--- config.mk ---
export PLATFORM = sky130hd
export DESIGN_NAME = trace_exc_sequencer
export DESIGN_NICKNAME = d
export VERILOG_FILES = /design/src/rtl/tes_pkg.sv /design/src/rtl/tes_rst_sync.sv /design/src/rtl/tes_trace_arm.sv /design/src/rtl/tes_pending.sv /design/src/rtl/tes_select.sv /design/src/rtl/trace_exc_sequencer.sv
export SDC_FILE = /design/constraint.sdc
export NUM_CORES = 1
export LEC_CHECK = 0
export ABC_AREA = 0
export BUFFER_PORTS_ARGS = -buffer_cell sky130_fd_sc_hd__buf_2
export CORE_MARGIN = 1.5
export CORE_UTILIZATION = 40
export CTS_CLUSTER_DIAMETER = 200
export CTS_CLUSTER_SIZE = 12
export DETAILED_ROUTE_END_ITERATION = 10
export GPL_TIMING_DRIVEN = 0
export PLACE_DENSITY_LB_ADDON = 0.1
export SLEW_MARGIN = 0
export SYNTH_ARGS = -nofsm -noshare
export SYNTH_HDL_FRONTEND = slang
export SYNTH_SLANG_ARGS = --single-unit
--- constraint.sdc ---
create_clock -name clk -period 0.94 [get_ports clk]
set_input_delay 0.047 -clock clk [delete_from_list [all_inputs] [get_ports clk]]
set_output_delay 0.047 -clock clk [all_outputs]
set_load 0.05 [all_outputs]
--- src/rtl/tes_pkg.sv ---
package tes_pkg;
  typedef enum logic [1:0] {
    EXC_FORCED = 2'd0,
    EXC_TRACE  = 2'd1,
    EXC_IRQ    = 2'd2,
    EXC_FAULT  = 2'd3
  } exc_kind_e;

  typedef enum logic [2:0] {
    AB_RESET   = 3'd0,
    AB_BUSERR  = 3'd1,
    AB_ADDRERR = 3'd2,
    AB_ILLEGAL = 3'd3,
    AB_PRIV    = 3'd4,
    AB_PREEMPT = 3'd5
  } abort_cause_e;

  // slot index is priority: lower index served first
  localparam int unsigned NUM_SLOTS  = 3;
  localparam int unsigned SLOT_INSTR = 0;
  localparam int unsigned SLOT_TRACE = 1;
  localparam int unsigned SLOT_IRQ   = 2;
endpackage

--- src/rtl/tes_rst_sync.sv ---
module tes_rst_sync #(
  parameter int unsigned STAGES = 2
) (
  input  logic clk,
  input  logic rst_n,
  output logic rst_sync_n
);
  logic [STAGES-1:0] sync_q;
  logic [STAGES-1:0] sync_d;

  always_comb begin
    sync_d = {sync_q[STAGES-2:0], 1'b1};
  end

  always_ff @(posedge clk or negedge rst_n) begin
    if (!rst_n) sync_q <= '0;
    else        sync_q <= sync_d;
  end

  assign rst_sync_n = sync_q[STAGES-1];
endmodule

--- src/rtl/tes_trace_arm.sv ---
module tes_trace_arm (
  input  logic clk,
  input  logic rst_n,
  input  logic instr_start_i,
  input  logic tbit_i,
  input  logic end_i,
  input  logic flush_i,
  output logic armed_o
);
  logic armed_q;
  logic armed_d;
  logic armed_en;

  always_comb begin
    armed_en = flush_i | instr_start_i | end_i;
    if (flush_i)            armed_d = 1'b0;
    else if (instr_start_i) armed_d = tbit_i;
    else                    armed_d = 1'b0;
  end

  always_ff @(posedge clk or negedge rst_n) begin
    if (!rst_n)        armed_q <= 1'b0;
    else if (armed_en) armed_q <= armed_d;
  end

  assign armed_o = armed_q;
endmodule

--- src/rtl/tes_pending.sv ---
module tes_pending #(
  parameter int unsigned CODE_W = 4,
  parameter int unsigned SLOTS  = 3
) (
  input  logic              clk,
  input  logic              rst_n,
  input  logic              flush_i,
  input  logic [SLOTS-1:0]  set_i,
  input  logic [SLOTS-1:0]  clr_i,
  input  logic              load_instr_i,
  input  logic [CODE_W-1:0] instr_code_i,
  input  logic              instr_fault_i,
  output logic [SLOTS-1:0]  pend_o,
  output logic [CODE_W-1:0] instr_code_o,
  output logic              instr_fault_o
);
  logic [SLOTS-1:0] pend_q;

  for (genvar s = 0; s < SLOTS; s++) begin : g_slot
    logic bit_d;
    logic bit_en;
    always_comb begin
      bit_en = flush_i | set_i[s] | clr_i[s];
      if (flush_i)       bit_d = 1'b0;
      else if (set_i[s]) bit_d = 1'b1;
      else               bit_d = 1'b0;
    end
    always_ff @(posedge clk or negedge rst_n) begin
      if (!rst_n)      pend_q[s] <= 1'b0;
      else if (bit_en) pend_q[s] <= bit_d;
    end
  end

  logic [CODE_W-1:0] code_q;
  logic              fault_q;

  always_ff @(posedge clk or negedge rst_n) begin
    if (!rst_n) begin
      code_q  <= '0;
      fault_q <= 1'b0;
    end else if (load_instr_i) begin
      code_q  <= instr_code_i;
      fault_q <= instr_fault_i;
    end
  end

  assign pend_o        = pend_q;
  assign instr_code_o  = code_q;
  assign instr_fault_o = fault_q;
endmodule

--- src/rtl/tes_select.sv ---
module tes_select #(
  parameter int unsigned CODE_W = 4,
  parameter int unsigned SLOTS  = 3
) (
  input  logic [SLOTS-1:0]  pend_i,
  input  logic [CODE_W-1:0] instr_code_i,
  input  logic              instr_fault_i,
  output logic              req_o,
  output logic [SLOTS-1:0]  grant_o,
  output logic [1:0]        kind_o,
  output logic [CODE_W-1:0] code_o
);
  import tes_pkg::*;

  always_comb begin
    grant_o = '0;
    for (int s = SLOTS - 1; s >= 0; s--) begin
      if (pend_i[s]) grant_o = '0;
      if (pend_i[s]) grant_o[s] = 1'b1;
    end
    req_o = |pend_i;
  end

  always_comb begin
    kind_o = EXC_FORCED;
    code_o = '0;
    if (grant_o[SLOT_INSTR]) begin
      kind_o = instr_fault_i ? EXC_FAULT : EXC_FORCED;
      code_o = instr_code_i;
    end else if (grant_o[SLOT_TRACE]) begin
      kind_o = EXC_TRACE;
    end else if (grant_o[SLOT_IRQ]) begin
      kind_o = EXC_IRQ;
    end
  end
endmodule

--- src/rtl/trace_exc_sequencer.sv ---
module trace_exc_sequencer #(
  parameter int unsigned CODE_W = 4
) (
  input  logic              clk,
  input  logic              rst_n,
  input  logic              instr_start_i,
  input  logic              tbit_i,
  input  logic              instr_done_i,
  input  logic              instr_abort_i,
  input  logic [2:0]        abort_cause_i,
  input  logic              force_req_i,
  input  logic [CODE_W-1:0] force_code_i,
  input  logic              irq_pend_i,
  input  logic              exc_ack_i,
  output logic              exc_req_o,
  output logic [1:0]        exc_kind_o,
  output logic [CODE_W-1:0] exc_code_o
);
  import tes_pkg::*;

  localparam int unsigned SLOTS = NUM_SLOTS;

  logic              rst_sync_n;
  logic              flush;
  logic              fault_abort;
  logic              boundary;
  logic              trace_arm;
  logic [SLOTS-1:0]  pend;
  logic [SLOTS-1:0]  set_vec;
  logic [SLOTS-1:0]  clr_vec;
  logic [SLOTS-1:0]  grant;
  logic              req_int;
  logic [CODE_W-1:0] instr_code_d;
  logic [CODE_W-1:0] instr_code_q;
  logic              instr_fault_q;
  logic              load_instr;

  tes_rst_sync #(.STAGES(2)) i_rst_sync (
    .clk        (clk),
    .rst_n      (rst_n),
    .rst_sync_n (rst_sync_n)
  );

  always_comb begin
    flush       = instr_abort_i & (abort_cause_i == AB_RESET);
    fault_abort = instr_abort_i & ((abort_cause_i == AB_BUSERR)  |
                                   (abort_cause_i == AB_ADDRERR) |
                                   (abort_cause_i == AB_ILLEGAL) |
                                   (abort_cause_i == AB_PRIV));
    boundary    = instr_done_i | (instr_abort_i & ~flush);
  end

  tes_trace_arm i_arm (
    .clk           (clk),
    .rst_n         (rst_sync_n),
    .instr_start_i (instr_start_i),
    .tbit_i        (tbit_i),
    .end_i         (instr_done_i | instr_abort_i),
    .flush_i       (flush),
    .armed_o       (trace_arm)
  );

  always_comb begin
    set_vec             = '0;
    set_vec[SLOT_INSTR] = (instr_done_i & force_req_i) | fault_abort;
    set_vec[SLOT_TRACE] = instr_done_i & trace_arm;
    set_vec[SLOT_IRQ]   = irq_pend_i &
                          (boundary | pend[SLOT_INSTR] | pend[SLOT_TRACE]);
    clr_vec    = grant & {SLOTS{exc_ack_i & req_int}};
    load_instr = set_vec[SLOT_INSTR];
    if (fault_abort) instr_code_d = CODE_W'(abort_cause_i);
    else             instr_code_d = force_code_i;
  end

  tes_pending #(.CODE_W(CODE_W), .SLOTS(SLOTS)) i_pend (
    .clk           (clk),
    .rst_n         (rst_sync_n),
    .flush_i       (flush),
    .set_i         (set_vec),
    .clr_i         (clr_vec),
    .load_instr_i  (load_instr),
    .instr_code_i  (instr_code_d),
    .instr_fault_i (fault_abort),
    .pend_o        (pend),
    .instr_code_o  (instr_code_q),
    .instr_fault_o (instr_fault_q)
  );

  tes_select #(.CODE_W(CODE_W), .SLOTS(SLOTS)) i_sel (
    .pend_i        (pend),
    .instr_code_i  (instr_code_q),
    .instr_fault_i (instr_fault_q),
    .req_o         (req_int),
    .grant_o       (grant),
    .kind_o        (exc_kind_o),
    .code_o        (exc_code_o)
  );

  assign exc_req_o = req_int & ~flush;
endmodule

==> impl_metrics.yaml <==
setup_path:
  critPathBufInv: 2
  cpMaxStageDelayCell: "dfrtp_1"
  required_ns: 0.89
  setup.worst_path.start_class: "flip-flop"
  path_common_cell: "buf_8"
  cp_top_family: "flip-flops"
  crit_arrival_ns: 1.28
  max_stage_delay_ns: 0.41
  worst-path-max-fanout: 5
  cp-end-kind: "output port"
  crit_type: "flip-flop to output port"
  crit_chain: "buf_8 -> mux2_4 -> buf_8"
global_routing:
  grt_overflow: 0
  grt_max_degree: 10
  gr-usage-all-layers_pct: 21.00
  grt_pass1_wl_um: 2201
  antenna_found_initial: 0
  grt_pass1_vias: 509
floorplan:
  rows: 13
  die_w_um: 40.85
  die_area_um2: 1669
  core_area_um2: 1318
  initial_utilization_pct: 43.49
  die_h_um: 40.85
  top_level_ports: 23
cts:
  cts_made_buffers: 3
  max-clock-path-buffers: 2
  clk_latency_ns: 0.27
  cts.sinks: 11
  cts_tree: "done"
  clockRootBuffer: "clkbuf_4"
  htree_num_levels: 1
  clk_pin_slew_ns: 0.07
final_layout:
  fin_util_pct: 74.26
  seq_area_um2: 277.8
  layout-drive-gt1-share_pct: 61.96
  design_area_um2: 978.4
  area_growth_pct: 70.74
  fill_cells: 99
  diodes: 0
  instances_no_fill: 107
  multiInputGateArea_um2: 359.1
  final_net_count: 109
sta:
  max_freq_mhz: 756.3
  setup_ws_ns: -0.3822
  hold_viol_final: 0
  period_share_pct: 140.7
  fin_tns_setup_ns: -3.275
  holdWs_ns: 0.01969
  min_period_ns: 1.322
  finalClockSkew_ns: 0.003835
  setup_viol: 13
  rsz0062_at_grt: "true"
  slew_viol_final: 0
run_status:
  violations: "setup timing"
  outcome: "finished, violations left"
flow_run:
  max_cap_viol_count: 0
detailed_routing:
  ant_nets: 0
  first_pass_iters: 5
  wl_um: 1541
  wire_per_inst_um: 14.40
  vias_per_cell: 5.121
  first_iter_violations: 8
  route.detailed.drc: 0
  vias: 548
yosys:
  synth_nets: 72
  ys_warn_count: 0
  netlist_instances: 56
  seq_area_frac_synth_pct: 48.03
  ys_types: 27
  synth_area_per_cell_um2: 10.23
  synth_area_um2: 573.1
  synth_seq_cells: 11
place:
  dp.cells: 93
  place_congestion: 0.7077
  post_dp_cell_area_um2: 737.0
  port_buffers: 22
  place_hpwl_um: 927.2
pwr:
  power_leakage_nw: 0.4706
  p_per_area_nw_per_um2: 1674
  ir_drop_mv: 1.042
worst_hold_path:
  hold_path_class: "input port to flip-flop"
worst register-to-register path: stages, from the launching register on:
cell and delay (ns):
dfrtp_1 0.41, buf_4 0.16, clkbuf_8 0.14, buf_4 0.14, o31ai_4 0.18, a21oi_2 0.09
sequential cells by signal, indices dropped and copies added (netlist names):
register,cells
i_pend.instr_fault_o,1
i_pend.pend_o,3
i_rst_sync.sync_q,2
i_pend.instr_code_o,4
i_arm.armed_o,1
per-layer routing:
metal | global-route usage (%) | wire, um | vias to the layer above
met3 | 7.609 | 80 | 4
met1 | 22.56 | 640 | 256
met4 | 5.000 | 14 | 0
li1 | - | - | 269
met2 | 38.28 | 806 | 19
met5 | 0 | 0 | -
report_power, final:
part	switching, mW	leakage, nW	internal [mW]
combinational	0.339	0.326	0.376
clock	0.161	0.0150	0.165
sequential	0.0674	0.129	0.529
total	0.568	0.471	1.07
cell families (layout without fill, tap and decap cells):
group,Yosys count,after routing,synth area share (%)
other,1,1,0.6544
flip-flops,11,11,48.03
multiplexers,5,5,11.14
buffers and inverters,4,40,3.930
AO/OA/AOI/OAI,16,16,19.22
AND/OR/NAND/NOR,19,19,17.03
worst paths after layout:
path	from	end	slack (ns)	cells past startpoint
setup / recovery	i_pend.pend_o[0]	exc_kind_o[0]	-0.38	3
hold / removal	irq_pend_i	i_pend.pend_o[2]	0.02	3
setup reg to reg	i_pend.pend_o[0]	i_pend.pend_o[2]	-0.30	5
hold reg to reg	i_rst_sync.sync_q[1]	i_pend.instr_code_o[1]	0.15	0
max in group asynchronous	i_rst_sync.sync_q[1]	i_pend.pend_o[1]	0.50	0
min in group asynchronous	rst_n	i_rst_sync.sync_q[1]	0.08	2
metrics by stage:
step | total power [mW] | worst slack (ns)
after floorplan | 0.9242 | -0.1243
after global placement | 1.026 | -0.2786
after detailed placement | 1.036 | -0.2940
after CTS | 1.516 | -0.3684
after global routing | 1.709 | -0.4129
final | 1.638 | -0.3822
cells in the final DEF (no fill, tap or decap), drive strengths merged, types with 2 or more instances in the layout:
| cell type | Yosys | layout |
|---|---|---|
| and3 | 2 | 2 |
| nand2 | 5 | 5 |
| and2 | 4 | 4 |
| mux2 | 5 | 5 |
| clkbuf | 1 | 5 |
| o21ai | 4 | 4 |
| buf | 1 | 31 |
| inv | 2 | 2 |
| dlygate4sd3 | 0 | 2 |
| nor2 | 3 | 3 |
| a21oi | 3 | 3 |
| dfrtp | 11 | 11 |
synthesized netlist by cell type:
master,number,share of area [%]
or3_1,1,1.1
o31ai_1,1,1.3
dfrtp_1,11,48
and2_1,4,4.4
nor2b_1,1,1.1
nor3b_1,1,1.3
o32a_1,1,1.7
a21o_2,1,1.5
buf_6,1,2.0
o21ai_0,4,3.5
clkbuf_1,1,0.65
nor3_1,1,0.87
nand2_1,5,3.3
o22ai_1,1,1.1
o41ai_1,1,1.5
nand3_1,1,0.87
a21oi_1,3,2.6
mux2_4,2,5.2
inv_1,2,1.3
o21a_1,1,1.3
nor2_1,3,2.0
conb_1,1,0.65
a21boi_0,1,1.3
o21ba_2,1,1.7
a22o_1,1,1.5
mux2_2,3,5.9
and3_1,2,2.2
timing repair:
| action | 4_1_cts | 5_1_grt |
|---|---|---|
| resized for setup | 29 | 13 |
| setup buffers | 3 | 4 |
| hold buffers | 2 | 0 |
| endpoints found under the hold margin | 3 | 0 |
| pin swaps | 5 | 3 |
| cloned | 1 | 0 |
| setup endpoints to repair | 13 | 13 |
cell type report:
type	count	share of cell area [%]
clock buffer	4	2.685
multi-input combinational	41	36.70
inverter	2	0.7673
tap	15	1.918
timing repair buffer	32	26.85
buffer	2	2.685
sequential	11	28.39
No activity file was read; power rests on OpenSTA's default activity.
